**src/rtl/dbp_pkg.sv**
```systemverilog
package dbp_pkg;

  // Which edge of the source a delay path holds back.
  typedef enum logic {
    EDGE_RISE = 1'b0,
    EDGE_FALL = 1'b1
  } edge_kind_e;

  // Source routing: pick raw B when the select is set, else raw A.
  function automatic logic route_src(input logic a, input logic b, input logic pick_b);
    return pick_b ? b : a;
  endfunction

  // Polarity is an XOR applied after the delay stage.
  function automatic logic apply_pol(input logic s, input logic invert);
    return s ^ invert;
  endfunction

endpackage

```
**src/rtl/dbp_edge_delay.sv**
```systemverilog
module dbp_edge_delay
  import dbp_pkg::*;
#(
  parameter int unsigned DLY_W = 10,
  parameter edge_kind_e  KIND  = EDGE_RISE
) (
  input  logic             clk,
  input  logic             rst_n,
  input  logic             src,
  input  logic [DLY_W-1:0] dly,
  output logic             dly_out
);

  // "act" is the phase whose entry edge is delayed.
  logic             act;
  logic             done_q;
  logic [DLY_W-1:0] cnt_q;
  logic             reached;
  logic             dact;

  generate
    if (KIND == EDGE_RISE) begin : g_rise
      assign act     = src;
      assign dly_out = dact;
    end else begin : g_fall
      assign act     = ~src;
      assign dly_out = ~dact;
    end
  endgenerate

  assign reached = done_q | (cnt_q >= dly);
  assign dact    = act & reached;

  // Reset to the settled state: delayed output equals the input level.
  always_ff @(posedge clk or negedge rst_n) begin
    if (!rst_n) begin
      cnt_q  <= '0;
      done_q <= 1'b1;
    end else if (act) begin
      done_q <= reached;
      if (!reached) cnt_q <= cnt_q + 1'b1;
    end else begin
      cnt_q  <= '0;
      done_q <= 1'b0;
    end
  end

endmodule

```
**src/rtl/dbp_trip_latch.sv**
```systemverilog
module dbp_trip_latch (
  input  logic clk,
  input  logic rst_n,
  input  logic trip_in,
  input  logic trip_clr,
  input  logic irq_en,
  output logic force_low,
  output logic latched,
  output logic irq_flag
);

  logic latch_q;
  logic irq_q;

  always_ff @(posedge clk or negedge rst_n) begin
    if (!rst_n) begin
      latch_q <= 1'b0;
      irq_q   <= 1'b0;
    end else begin
      if (trip_in)       latch_q <= 1'b1;
      else if (trip_clr) latch_q <= 1'b0;
      if (trip_in && irq_en)  irq_q <= 1'b1;
      else if (!trip_in && trip_clr) irq_q <= 1'b0;
    end
  end

  assign force_low = trip_in | latch_q;
  assign latched   = latch_q;
  assign irq_flag  = irq_q;

endmodule

```
**src/rtl/dead_band_stage.sv**
```systemverilog
module dead_band_stage
  import dbp_pkg::*;
#(
  parameter int unsigned DLY_W = 10
) (
  input  logic             clk,
  input  logic             rst_n,
  input  logic             raw_a,
  input  logic             raw_b,
  input  logic [DLY_W-1:0] red_dly,
  input  logic [DLY_W-1:0] fed_dly,
  input  logic [1:0]       out_mode,
  input  logic [1:0]       polarity,
  input  logic [1:0]       in_sel,
  input  logic             trip_in,
  input  logic             trip_irq_en,
  input  logic             trip_clr,
  output logic             pwm_a,
  output logic             pwm_b,
  output logic             trip_irq
);

  logic rise_src, fall_src;
  logic red_out, fed_out;
  logic a_pre, b_pre, a_pol, b_pol;
  logic started_q, run_en;
  logic force_low, trip_latched;

  assign rise_src = route_src(raw_a, raw_b, in_sel[0]);
  assign fall_src = route_src(raw_a, raw_b, in_sel[1]);

  dbp_edge_delay #(.DLY_W(DLY_W), .KIND(EDGE_RISE)) u_red (
    .clk(clk), .rst_n(rst_n), .src(rise_src), .dly(red_dly), .dly_out(red_out)
  );

  dbp_edge_delay #(.DLY_W(DLY_W), .KIND(EDGE_FALL)) u_fed (
    .clk(clk), .rst_n(rst_n), .src(fall_src), .dly(fed_dly), .dly_out(fed_out)
  );

  dbp_trip_latch u_trip (
    .clk(clk), .rst_n(rst_n), .trip_in(trip_in), .trip_clr(trip_clr),
    .irq_en(trip_irq_en), .force_low(force_low), .latched(trip_latched),
    .irq_flag(trip_irq)
  );

  // Startup gate: outputs stay low until the first period begins.
  always_ff @(posedge clk or negedge rst_n) begin
    if (!rst_n)        started_q <= 1'b0;
    else if (rise_src) started_q <= 1'b1;
  end
  assign run_en = started_q | rise_src;

  assign a_pre = out_mode[0] ? red_out : raw_a;
  assign b_pre = out_mode[1] ? fed_out : raw_b;
  assign a_pol = apply_pol(a_pre, polarity[0]);
  assign b_pol = apply_pol(b_pre, polarity[1]);

  assign pwm_a = run_en & ~force_low & a_pol;
  assign pwm_b = run_en & ~force_low & b_pol;

endmodule

```
**config.mk**
```make
export PLATFORM = sky130hd
export DESIGN_NAME = dead_band_stage
export DESIGN_NICKNAME = d
export VERILOG_FILES = /design/src/rtl/dbp_pkg.sv /design/src/rtl/dbp_edge_delay.sv /design/src/rtl/dbp_trip_latch.sv /design/src/rtl/dead_band_stage.sv
export SDC_FILE = /design/constraint.sdc
export NUM_CORES = 1
export LEC_CHECK = 0
export ABC_AREA = 1
export BUFFER_PORTS_ARGS = -buffer_cell sky130_fd_sc_hd__buf_2
export CAP_MARGIN = 20
export CORE_MARGIN = 8
export CORE_UTILIZATION = 40
export DETAILED_ROUTE_END_ITERATION = 8
export MAX_ROUTING_LAYER = met4
export PLACE_DENSITY_LB_ADDON = 0.25
export RECOVER_POWER = 100
export SKIP_CTS_REPAIR_TIMING = 1
export SLEW_MARGIN = 10
export SYNTH_ARGS = -nofsm -noshare
export SYNTH_HDL_FRONTEND = slang
export SYNTH_SLANG_ARGS = --single-unit
```
**constraint.sdc**
```tcl
create_clock -name clk -period 3.2 [get_ports clk]
set_input_delay 0.32 -clock clk [delete_from_list [all_inputs] [get_ports clk]]
set_output_delay 0.32 -clock clk [all_outputs]
set_load 0.03 [all_outputs]
```
* Word level (Yosys, flattened, before mapping) *
Index checks and enable logic that the tools add are counted.

storage, ports and cells
  register bits = 25

cells by class
  mux-type cells = 14
  $lt $le $gt $ge = 2
  add/subtract/negate cells = 2
  reduce and logical (&&, ||, !) cells = 5
  eq/ne operators = 2
  bitwise operators = 14

operators with widths
  cell                                           number
  2-to-1 mux 10 bit                              4
  adder 10 x 1 -> 10 bit, second input constant  2
  >= comparator 10 bit                           2
  2-to-1 mux 1 bit                               10
  AND 1 bit                                      5
  bitwise OR 1 bit                               4
  nonzero test 2 bit                             2
  inverter 1 bit                                 3
  logical AND 1 bit                              2
  != test 2 x 1 -> 1 bit, second input constant  1
  != test 2 bit, second input constant           1
  XOR 1 bit                                      2
  logical NOT 1 bit                              1

* Depth between registers and ports, before layout *
  depth in word-level cells = 7
  depth in mapped cells = 13
  gate-level depth less buffers = 13

* Modules after synthesis *
Synthesis repeated with hierarchy kept, for this count alone.

second synthesis, totals
  cells, all modules = 330
  area, all modules = 2,165.8 um2

by module, submodules not included
  module                   cells an instance  sequential area each (um2)  times used  area an instance (um2)
  dbp_edge_delay at u_red  144                276.5                       1           957.2
  dbp_edge_delay at u_fed  141                276.5                       1           954.7
  dead_band_stage          35                 25.0                        1           170.2
  dbp_trip_latch           10                 50.0                        1           83.8

* Least setup slack after synthesis *
No wires, ideal clock.

  path kind = reg2out
  start point = reg u_red.cnt_q[5]
  end point = out pwm_a
  data arrival time = 1.761 ns
  path buffers = 0
  data required time = 2.880 ns
  stages on the path, launching flop included = 13
  slack = 1.119 ns
  path through = dfrtp_1 -> ha_1 -> nand2_1 -> inv_1 -> nand2_1 -> nand2_1 -> nand2_1 -> nand3_4 -> nand3_1 -> nand2_1 -> nand2_1 -> nand2_1 -> nor2_1

between the ends
  longest elaborated chain between the ends = 6

ends and longest elaborated chain
  element                   RTL line               text
  start: declaration        dbp_edge_delay.sv:17   logic [DLY_W-1:0] cnt_q;
  start signal: assignment  dbp_edge_delay.sv:41   if (!reached) cnt_q <= cnt_q + 1'b1;
  >= comparator 10 bit      dbp_edge_delay.sv:31   assign reached = done_q | (cnt_q >= dly);
  bitwise OR 1 bit          dbp_edge_delay.sv:31
  AND 1 bit                 dbp_edge_delay.sv:32   assign dact = act & reached;
  2-to-1 mux 1 bit          dead_band_stage.sv:53  assign a_pre = out_mode[0] ? red_out : raw_a;
  XOR 1 bit                 dbp_pkg.sv:16          return s ^ invert;
  AND 1 bit                 dead_band_stage.sv:58  assign pwm_a = run_en & ~force_low & a_pol;
  end: declaration          dead_band_stage.sv:18  output logic pwm_a,

Every way passes these cells.

* Worst setup path after layout *
  start point = reg u_red.cnt_q[0]
  end point = out pwm_a

The elaborated chain is that of the path after synthesis.

==> impl_metrics.json <==
{
  "run_status": "finished clean",
  "antenna_found_initial": 0,
  "power_leakage_nw": 1.20,
  "power.density_nw_per_um2": 301,
  "yosysSeqAreaShare": 0.328,
  "required_ps": 2880,
  "arrival_ps": 2230,
  "place_area_um2": 2140,
  "area_growth_syn_to_layout_pct": 12.6,
  "place_ws_ps": 1080,
  "num_rows": 25,
  "firstDrtPassIters": 4,
  "grt_util_met3": 0.0222,
  "final_util": 0.462,
  "hold_violations": 0,
  "tightest_slew_ps": 1300,
  "setup_viol": 0,
  "dp.cells": 354,
  "io_buffers": 35,
  "setup_tns_ps": 0,
  "dr_total_vias": 1681,
  "grt-busiest-layer": "met2",
  "cts_root_buf": "clkbuf_8",
  "synth-seq-cells": 25,
  "routedWlPerCell_um": 10.3,
  "setup_slack_ps": 648,
  "insertion_delay_ps": 270,
  "max_stage_delay_ps": 430,
  "fin_area_um2": 2150,
  "drc": 0,
  "relSlewSlack": 0.133,
  "synthCells": 267,
  "dieArea_um2": 7250,
  "synth_fa_ha_area_frac": 0.144,
  "stdcell_count": 358,
  "start_util": 0.410,
  "finalMaxSlewViolations": 0,
  "cts_buffers": 3,
  "groute.usage.overall": 0.111,
  "avgSynthCellArea_um2": 7.17,
  "n_antenna_cell": 0,
  "multi_input_area_um2": 1050,
  "syn_nets": 322,
  "worstHoldPathType": "input port to register",
  "power_uw": 649,
  "crit_slowest_cell": "dfrtp_1",
  "finalNetCount": 360,
  "cp-startpoint": "u_red.cnt_q[0]",
  "grtUsageMet1": 0.128,
  "cts_tree": "built",
  "hp-start": "trip_irq_en",
  "clkTransAtPathRegs_ps": 90,
  "num_io_pins": 36,
  "synth_cell_type_count": 26,
  "grt_overflow": 0,
  "r2r-start": "u_red.cnt_q[0]",
  "whs_ps": 251,
  "core_um2": 4660,
  "fillCellCount": 483,
  "gp_congestion": 0.844,
  "yosysWarningCount": 0,
  "peakVddDrop_v": 0.000123,
  "drive_gt1_frac": 0.145,
  "die_h_um": 85.2,
  "path_cells": "inv_1 -> ha_1 -> inv_1 -> nand2_1 -> nand2_1 -> nand2_1 -> nand3_1 -> nand3_1 -> nand3_1 -> nand2_1 -> nand2_1 -> nand2_1 -> nor2_1 -> buf_2",
  "syn_area_um2": 1910,
  "skew_ps": 2.06,
  "dp_hpwl_um": 3030,
  "ys.flop_type": "dfrtp_1",
  "final_common_cell": "nand2_1",
  "routed_wl_um": 3680,
  "async_reset_ff_frac": 1.00,
  "clockBufferDepth": 2,
  "ant_nets": 0,
  "htreeDepth": 1,
  "path_common_cell": "nand2_1",
  "gr-usage-met2": 0.190,
  "die_x_um": 85.2,
  "grt_max_degree": 26,
  "grt_pass1_wl_um": 6640,
  "path_class": "register to primary output",
  "grt_pass1_vias": 1639,
  "drtIter0Drc": 63,
  "crit_fanout": 9,
  "synth_top_family_by_area": "simple AND/OR/NAND/NOR gates",
  "synth-simple-area-share": 0.323,
  "synth_edf_count": 0,
  "maxCapViolations": 0,
  "max_freq_ghz": 0.392,
  "synthMuxAreaShare": 0.00523,
  "register_area_um2": 628,
  "crit_path_start_kind": "register",
  "fin_crit_ps": 2550,
  "synth_compound_area_frac": 0.0693,
  "fin_crit_sh": 0.798,
  "viasPerCell": 4.70,
  "rsz0062_at_grt": "false",
  "synth-xor-area-share": 0.0229,
  "critPathCaptureType": "primary output",
  "cts_sinks": 25,
  "layout_common_cells": "nand2_1, inv_1, nor2_1, buf_2, dfrtp_1"
}
[final timing paths]
path	end	cells after the start	slack [ps]
worst max-delay path	pwm_a	14	650
worst min-delay path	u_trip.irq_flag	3	250
worst max register to register	u_red.cnt_q[6]	12	1200
worst min register to register	started_q	1	460
max in group asynchronous	started_q	1	2130
min in group asynchronous	u_red.cnt_q[2]	1	310
[layout make-up]
class	instances	share of cell area
sequential	25	0.292
clock buffer	3	0.0192
multi-input combinational	190	0.486
clock inverter	1	0.00407
tap	54	0.0314
inverter	49	0.0854
timing repair buffer	36	0.0825
[power breakdown]
group          switching, mW  internal, mW  leakage (nW)
clock                  0.106        0.0913        0.0261
sequential            0.0109         0.327         0.327
combinational         0.0676        0.0457         0.852
total                  0.185         0.464          1.20
[cells in the mapped netlist, types with 3 or more instances]
| cell type | instances | area share |
|---|---|---|
| o31ai_1 | 3 | 0.012 |
| nand2_1 | 68 | 0.13 |
| nor2_2 | 3 | 0.0098 |
| a21oi_1 | 12 | 0.031 |
| nand3b_1 | 3 | 0.012 |
| nand3_1 | 20 | 0.052 |
| xor2_1 | 3 | 0.014 |
| nand4_1 | 3 | 0.0098 |
| o21ai_0 | 6 | 0.016 |
| nor2_1 | 29 | 0.057 |
| dfrtp_1 | 23 | 0.30 |
| inv_1 | 49 | 0.096 |
| o21ai_1 | 4 | 0.010 |
| ha_1 | 22 | 0.14 |
[flip-flops by register name, indices dropped and copies added (netlist names)]
name and count:
u_fed.cnt_q 10, u_red.cnt_q 10, started_q 1, u_fed.done_q 1, u_red.done_q 1, u_trip.irq_flag 1
u_trip.latched 1
[layer usage]
metal	routed length, um	part of all wire
met4	34	0.0092
met1	1870	0.51
met2	1650	0.45
met3	120	0.033
met5	0	0
[critical path, delay by kind of cell (launching register included)]
| kind | cells | cell delay [ps] |
|---|---|---|
| adder cells (fa/ha/maj) | 1 | 240 |
| buffers and inverters | 3 | 380 |
| flip-flops | 1 | 430 |
| AND/OR/NAND/NOR | 10 | 920 |
[kinds of logic (layout without fill, tap and decap cells)]
group,Yosys count,after routing
simple gates,137,137
buf+inv,52,89
compound gates,25,25
flops,25,25
fa+ha+maj,22,22
xor+xnor,5,5
mux,1,1
Note: power is estimated with default switching activity, not from simulation.
